File: config.mk
export PLATFORM = sky130hd
export DESIGN_NAME = burst_read_ctrl
export DESIGN_NICKNAME = d
export VERILOG_FILES = /design/src/rtl/brd_pkg.sv /design/src/rtl/brd_edge_qual.sv /design/src/rtl/brd_seq.sv /design/src/rtl/brd_wait_gen.sv /design/src/rtl/burst_read_ctrl.sv
export SDC_FILE = /design/constraint.sdc
export NUM_CORES = 1
export LEC_CHECK = 0
export CORE_MARGIN = 4
export CORE_UTILIZATION = 45
export DETAILED_ROUTE_END_ITERATION = 12
export DONT_BUFFER_PORTS = 1
export SLEW_MARGIN = 30
export SYNTH_ARGS = -nofsm -noshare
export SYNTH_HDL_FRONTEND = slang
export SYNTH_SLANG_ARGS = --single-unit
export TNS_END_PERCENT = 1
File: constraint.sdc
create_clock -name clk -period 2.9 [get_ports clk]
set_input_delay 0.58 -clock clk [delete_from_list [all_inputs] [get_ports clk]]
set_output_delay 0.58 -clock clk [all_outputs]
set_load 0.05 [all_outputs]
File: src/rtl/brd_pkg.sv
package brd_pkg;
  localparam int BND_W  = 4;
  localparam int PAGE_W = 2;
  localparam int LAT_W  = 3;
  localparam int CNT_W  = BND_W + 1;

  typedef enum logic [2:0] {
    ST_IDLE, ST_ARMED, ST_LAT, ST_DATA, ST_WST, ST_DONE, ST_REFUSED
  } brd_state_e;

  function automatic logic [LAT_W-1:0] lat_clamp(input logic [LAT_W-1:0] code);
    if (code < LAT_W'(2)) return LAT_W'(2);
    if (code > LAT_W'(5)) return LAT_W'(5);
    return code;
  endfunction

  function automatic logic [CNT_W-1:0] len_words(input logic [1:0] code);
    case (code)
      2'd0:    return CNT_W'(4);
      2'd1:    return CNT_W'(8);
      2'd2:    return CNT_W'(16);
      default: return '0;
    endcase
  endfunction
endpackage

File: src/rtl/brd_edge_qual.sv
module brd_edge_qual (
  input  logic clk,
  input  logic rst_n,
  input  logic bclk,
  input  logic le_n,
  input  logic fall_sel,
  output logic tick,
  output logic le_fall
);
  logic bclk_q, le_q;

  always_ff @(posedge clk or negedge rst_n) begin
    if (!rst_n) begin
      bclk_q <= 1'b0;
      le_q   <= 1'b1;
    end else begin
      bclk_q <= bclk;
      le_q   <= le_n;
    end
  end

  always_comb begin
    tick    = fall_sel ? (bclk_q & ~bclk) : (~bclk_q & bclk);
    le_fall = le_q & ~le_n;
  end
endmodule

File: src/rtl/brd_seq.sv
module brd_seq
  import brd_pkg::*;
#(
  parameter int DATA_W = 16
) (
  input  logic              clk,
  input  logic              rst_n,
  input  logic              tick,
  input  logic              le_fall,
  input  logic              array_req,
  input  logic [BND_W-1:0]  start_low,
  input  logic [LAT_W-1:0]  cfg_lat_code,
  input  logic              cfg_hold2,
  input  logic [1:0]        cfg_len_code,
  input  logic [DATA_W-1:0] arr_data,
  output brd_state_e        st,
  output logic              adv,
  output logic [DATA_W-1:0] dout,
  output logic              dout_valid,
  output logic              refuse
);
  brd_state_e        st_n;
  logic [LAT_W-1:0]  cnt, cnt_n;
  logic [BND_W-1:0]  pos, pos_n;
  logic [CNT_W-1:0]  beats, beats_n, words;
  logic              phase, phase_n;
  logic              need_ws, need_ws_n;
  logic [DATA_W-1:0] dout_n;
  logic              valid_n, refuse_n, take, cont;

  always_comb begin
    words     = len_words(cfg_len_code);
    cont      = (cfg_len_code == 2'd3);
    st_n      = st;
    cnt_n     = cnt;
    pos_n     = pos;
    beats_n   = beats;
    phase_n   = phase;
    need_ws_n = need_ws;
    dout_n    = dout;
    valid_n   = dout_valid;
    refuse_n  = refuse;
    take      = 1'b0;
    if (le_fall) begin
      st_n     = ST_ARMED;
      valid_n  = 1'b0;
      refuse_n = 1'b0;
    end else if (tick) begin
      case (st)
        ST_ARMED: begin
          if (array_req) begin
            st_n      = ST_LAT;
            cnt_n     = lat_clamp(cfg_lat_code) - LAT_W'(1);
            pos_n     = start_low;
            beats_n   = '0;
            phase_n   = 1'b0;
            need_ws_n = cont && (start_low[PAGE_W-1:0] != '0);
          end else begin
            st_n     = ST_REFUSED;
            refuse_n = 1'b1;
          end
        end
        ST_LAT: begin
          if (cnt == '0) take = 1'b1;
          else           cnt_n = cnt - LAT_W'(1);
        end
        ST_DATA: begin
          if (cfg_hold2 && !phase) begin
            phase_n = 1'b1;
          end else if (!cont && beats == words) begin
            st_n    = ST_DONE;
            valid_n = 1'b0;
          end else if (need_ws && pos == '0) begin
            st_n      = ST_WST;
            valid_n   = 1'b0;
            need_ws_n = 1'b0;
            phase_n   = 1'b0;
          end else begin
            take = 1'b1;
          end
        end
        ST_WST: begin
          if (cfg_hold2 && !phase) phase_n = 1'b1;
          else                     take    = 1'b1;
        end
        default: ;
      endcase
    end
    if (take) begin
      st_n    = ST_DATA;
      dout_n  = arr_data;
      valid_n = 1'b1;
      pos_n   = pos + BND_W'(1);
      beats_n = beats + CNT_W'(1);
      phase_n = 1'b0;
    end
  end

  always_ff @(posedge clk or negedge rst_n) begin
    if (!rst_n) begin
      st         <= ST_IDLE;
      cnt        <= '0;
      pos        <= '0;
      beats      <= '0;
      phase      <= 1'b0;
      need_ws    <= 1'b0;
      dout       <= '0;
      dout_valid <= 1'b0;
      refuse     <= 1'b0;
      adv        <= 1'b0;
    end else begin
      st         <= st_n;
      cnt        <= cnt_n;
      pos        <= pos_n;
      beats      <= beats_n;
      phase      <= phase_n;
      need_ws    <= need_ws_n;
      dout       <= dout_n;
      dout_valid <= valid_n;
      refuse     <= refuse_n;
      adv        <= take;
    end
  end
endmodule

File: src/rtl/brd_wait_gen.sv
module brd_wait_gen
  import brd_pkg::*;
(
  input  brd_state_e st,
  input  logic       oe_n,
  input  logic       active_hi,
  output logic       wait_o
);
  logic stall;

  always_comb begin
    stall  = (st == ST_LAT) || (st == ST_WST) || (st == ST_DONE);
    wait_o = (stall && !oe_n) ? active_hi : ~active_hi;
  end
endmodule

File: src/rtl/burst_read_ctrl.sv
module burst_read_ctrl
  import brd_pkg::*;
#(
  parameter int DATA_W = 16
) (
  input  logic              clk,
  input  logic              rst_n,
  input  logic              bclk,
  input  logic              le_n,
  input  logic              oe_n,
  input  logic [BND_W-1:0]  start_low,
  input  logic              array_req,
  input  logic              cfg_fall_edge,
  input  logic [LAT_W-1:0]  cfg_lat_code,
  input  logic              cfg_hold2,
  input  logic [1:0]        cfg_len_code,
  input  logic              cfg_wait_hi,
  input  logic [DATA_W-1:0] arr_data,
  output logic              adv,
  output logic [DATA_W-1:0] dout,
  output logic              dout_valid,
  output logic              wait_o,
  output logic              refuse
);
  logic       rst_s0, rst_s1;
  logic       tick, le_fall;
  brd_state_e st;

  always_ff @(posedge clk or negedge rst_n) begin
    if (!rst_n) begin
      rst_s0 <= 1'b0;
      rst_s1 <= 1'b0;
    end else begin
      rst_s0 <= 1'b1;
      rst_s1 <= rst_s0;
    end
  end

  brd_edge_qual i_edge (
    .clk      (clk),
    .rst_n    (rst_s1),
    .bclk     (bclk),
    .le_n     (le_n),
    .fall_sel (cfg_fall_edge),
    .tick     (tick),
    .le_fall  (le_fall)
  );

  brd_seq #(.DATA_W(DATA_W)) i_seq (
    .clk          (clk),
    .rst_n        (rst_s1),
    .tick         (tick),
    .le_fall      (le_fall),
    .array_req    (array_req),
    .start_low    (start_low),
    .cfg_lat_code (cfg_lat_code),
    .cfg_hold2    (cfg_hold2),
    .cfg_len_code (cfg_len_code),
    .arr_data     (arr_data),
    .st           (st),
    .adv          (adv),
    .dout         (dout),
    .dout_valid   (dout_valid),
    .refuse       (refuse)
  );

  brd_wait_gen i_wait (
    .st        (st),
    .oe_n      (oe_n),
    .active_hi (cfg_wait_hi),
    .wait_o    (wait_o)
  );
endmodule

### Word-level counts from Yosys, hierarchy flattened

Index checks and enable logic that the tools add are counted.
W data, S select, Z words.

* add/subtract/negate cells: 4
* magnitude comparators: 2
* equal/unequal tests: 23
* muxes and demuxes: 73
* bitwise operators: 8
* reduce and logical (&&, ||, !) cells: 33

Operators by type and width (count)
* $mux W3: 17
* $mux W1: 40
* $mux W5: 5
* $mux W4: 5
* $reduce_bool A2 Y1: 8
* $pmux W5 S3: 1
* $reduce_and A7 Y1: 2
* $pmux W3 S2: 2
* $reduce_and A4 Y1: 3
* $reduce_bool A4 Y1: 3
* $ne A2 B2 Y1 const B: 4
* $eq A3 B2 Y1 const B: 2
* $eq A3 B3 Y1 const B: 2
* $ne A2 B1 Y1 const B: 3
* $ne A3 B2 Y1 const B: 2
* $pmux W1 S3: 2
* $reduce_bool A3 Y1: 2
* $sub A3 B1 Y3 const B: 2
* $add A5 B1 Y5 const B: 1
* $eq A5 B5 Y1: 1
* $logic_and A1 B1 Y1: 5
* $ne A5 B2 Y1 const B: 1
* $not A1 Y1: 5
* $reduce_and A5 Y1: 1
* 18 further kinds: 24

* register bits after elaboration: 40
* input bits: 34
* output and inout port bits: 20
* word-level logic and storage cells: 157

### Longest topological paths before layout

* word-level depth: 20
* depth in mapped cells: 11
* depth with buffers taken out: 10

### By module

From an unflattened synthesis, not the netlist that was laid out.

* cell total of the unflattened synthesis: 213
* area total of the unflattened synthesis: 2197.1 um2

Modules (own cells, without submodules)
* brd_seq: times used 1, cells an instance 200, area each 2029.4 um2, sequential area each 900.9 um2
* brd_edge_qual: times used 1, cells an instance 6, area each 80.1 um2, sequential area each 51.3 um2
* burst_read_ctrl: times used 1, cells an instance 3, area each 53.8 um2, sequential area each 50.0 um2
* brd_wait_gen: times used 1, cells an instance 4, area each 33.8 um2, sequential area each 0.0 um2

### Worst setup path after synthesis

OpenSTA, ideal clock, no wires.

* kind: reg-to-reg
* start: register i_seq.st[0]
* end: register i_seq.dout[0]
* library setup time: 128 ps
* data arrival time: 2350 ps
* required time: 2772 ps
* slack: 422 ps
* cell stages (with the launch flop): 10
* path buffers: 3
* clock period less this slack: 2478 ps
* cell sequence: dfrtp_1 > buf_2 > or3b_1 > buf_2 > or4_4 > a22oi_4 > nand2_4 > inv_6 > buf_4 > mux2_1

* word-level cells in the longest chain between the ends: 4
* elaborated cells on any way between the ends: 6
* those cells by class: 3 x eq/ne; 3 x mux

Ends and longest elaborated chain
* start: declaration: RTL line brd_seq.sv:16 `output brd_state_e st,`
* start signal: assignment: RTL line brd_seq.sv:112 `st <= st_n;`
* $eq A3 B3 Y1 / $eq A3 B2 Y1 (equally long branches): RTL line brd_seq.sv:49 `case (st)`
* $pmux W1 S3 (*): RTL line brd_seq.sv:49
* $mux W1 (*): RTL line brd_seq.sv:48 `end else if (tick) begin`
* $mux W1 (*): RTL line brd_seq.sv:44 `if (le_fall) begin`
* end signal: assignment: RTL line brd_seq.sv:118 `dout <= dout_n;`
* end: declaration: RTL line brd_seq.sv:18 `output logic [DATA_W-1:0] dout,`

Every way passes the cells marked *; elsewhere a longest branch is shown, timed or not.
A chain may end at the register's enable or synchronous reset.

### Worst setup path in the final report

* start: register i_seq.st[0]
* end: register i_seq.dout[1]

Same word-level chain as after synthesis.

==> run summary <==
Root Buffer: clkbuf_8
CTS Sinks: 40
Non-Filler Instances: 245
initial core utilization: 46.60%
vias in the first global route: 1485
Synth-to-Final Area Change: 8.451%
Post-DRT Antenna Nets: 0
Post-Route Utilization: 50.54%
Layout Skew: 2.663 ps
final wirelength: 4.436 mm
most frequent cells in the layout: 39 x dfrtp_1, 16 x mux2_1, 13 x nor2_1
Mapped Nets: 225
ys flop type: dfrtp_1
Hold Path Class: in -> reg
post-synthesis sequential area ratio: 49.05%
CTS tree: built
Finished Cell Area: 2216 µm²
Final Max Slew Viols: 0
yosys warns: 0
Synth area leaders: dfrtp_1 48%, mux2_1 8.8%, ha_1 3.1%
worst-margin pin slew: 809.6 ps
WS Path Type: reg -> reg
RSZ-0062 raised after global routing: false
CP max stage delay: 530 ps
Worst-path clk slew: 70 ps
maximum capacitance violations: 0
Die Span Y: 75.38 µm
Max H-tree Level: 2
total die area: 5682 µm²
worst reg-to-reg path cell count: 7
total CTS buffers: 5
dpl cells: 236
CP required: 3070 ps
Post-Syn Area: 2043 µm²
core area: 4384 µm²
global-route wire length before repair: 7.251 mm
Yosys reg bits: 40
HPWL after DPL: 3.363 mm
Setup Viol. Count Final: 0
Total GRT Usage: 16.97%
initial DRC count: 162
TritonRoute pass-1 iters: 4
Final Hold Vio Count: 0
GRT Residual Overflow: 0
Worst IR Drop VDD: 0.6869 mV
vias: 1489
Slowest-stage cell, CP: or3b_1
distinct cell type count after synthesis: 55
pwr/cell area: 1083 nW/µm²
worst hold slack: 282.2 ps
Critical Path AT: 2770 ps
Chip Width: 75.38 µm
IO Count: 54
syn avg cell area: 10.99 µm²
CTS max path bufs: 2
antenna diode count: 0
vias per cell: 6.078
NumNets Final: 231
DRC viols: 0
largest net degree at the start of global routing: 29
initial antenna violation count: 0
endpoint type of the worst setup path: register
routed wire length per instance: 18.11 µm
synthesized instance count: 186
dpl ws: 304.3 ps
LEAKAGE: 0.9710 nW
Area after DPL: 2098 µm²
Setup crit start kind: register
post-CTS setup repair buffer count: 0
num rows: 24
Final WS setup: 295.8 ps
Crit path depth: 7
Post-synth EDFFs: 0
hold path cells: 0
top cell type's share of synthesized area: 47.76%
final worst path period need: 2604 ps
Filler cells: 393
slew margin rel.: 46.03%
fin crit share: 89.80%
RePlAce Congestion: 0.9717
Port Buffer Count: 0
CP Cell Sequence: or3b_1, nor4_2, nor2_1, a22oi_4, nand2_4, inv_6, mux2_1
CP delay by family, top: simple AND/OR/NAND/NOR gates
cell taking the most area after synthesis: dfrtp_1
total power: 2.401 mW
Clock Latency Late Sink: 290 ps
Max Clock Freq: 384.0 MHz
share of cells above drive strength 1: 10.88%
Buf/Inv on CP: 1
Async SR Flop Fraction: 100.0%
run status: finished, final reports clean
CP Max Fanout: 28
setup TNS: 0 ps
commonest non-fill, non-tap cell in the layout: dfrtp_1
==> cell usage after synthesis, drive strengths merged, types with 2 or more instances <==
cell,n
nor2b,4
nand2,13
nor2,13
nor4,3
nor3,4
mux2,17
a21oi,9
nand3b,2
mux2i,6
nand2b,3
o21ai,12
a41oi,2
dfrtp,39
or3b,2
ha,5
inv,7
or3,2
or2,3
and2,2
and3b,2
a221o,2
a22oi,3
buf,4
nand4,3
nand3,2
==> what timing repair did <==
action / in CTS / in global routing
endpoints found under the hold margin: 2 / 0
hold buffers: 1 / 0
gates resized for setup: 0 / 0
==> layer usage <==
metal | track usage [%] | vias up | share of wire [%]
met5 | 0 | - | 0
met4 | 6.990 | 0 | 1.7
met3 | 5.673 | 8 | 8.8
met2 | 26.65 | 73 | 50
met1 | 21.58 | 720 | 40
li1 | - | 688 | -
==> state kept, by name (all words and copies together) (netlist names) <==
name,count
i_seq.refuse,1
i_seq.dout_valid,1
i_seq.need_ws,1
i_seq.st,3
i_seq.cnt,3
i_edge.bclk_q,1
i_seq.dout,16
i_seq.beats,5
i_seq.adv,1
rst_s1,1
i_edge.le_q,1
rst_s0,1
i_seq.pos,4
i_seq.phase,1
==> report_power, final <==
part | internal (mW) | switching (mW)
registers | 0.762 | 0.632
clock network | 0.255 | 0.188
logic | 0.269 | 0.294
total | 1.29 | 1.11
==> final timing paths <==
kind                        startpoint       endpoint  slack [ps]
max                        i_seq.st[0]  i_seq.dout[1]         300
min                               le_n    i_edge.le_q         280
max reg2reg                i_seq.st[0]  i_seq.dout[1]         300
min reg2reg                     rst_s1  i_seq.dout[8]         340
max in group asynchronous       rst_s1    i_edge.le_q        1760
min in group asynchronous       rst_s1  i_seq.dout[8]         340
==> logic make-up after synthesis <==
| kind of cell | after synthesis | synth area share, % |
|---|---|---|
| buffers and inverters | 12 | 3.123 |
| and+or+nand+nor | 63 | 17.70 |
| other | 1 | 0.1835 |
| xor gates and xnor gates | 1 | 0.4287 |
| adders and majority gates | 6 | 3.552 |
| muxes | 23 | 12.31 |
| DFF | 40 | 49.05 |
| AOI/OAI and AO/OA | 40 | 13.66 |
==> cell type report <==
| class | count | area, µm² | area share [%] |
|---|---|---|---|
| Multi-Input combinational cell | 134 | 977.2 | 44.10 |
| Sequential cell | 40 | 1002 | 45.23 |
| Tap cell | 52 | 65.06 | 2.936 |
| Clock buffer | 6 | 72.57 | 3.275 |
| Clock inverter | 2 | 35.03 | 1.581 |
| Timing Repair Buffer | 4 | 32.53 | 1.468 |
| Inverter | 7 | 31.28 | 1.412 |
(Power assumes the default switching activity.)
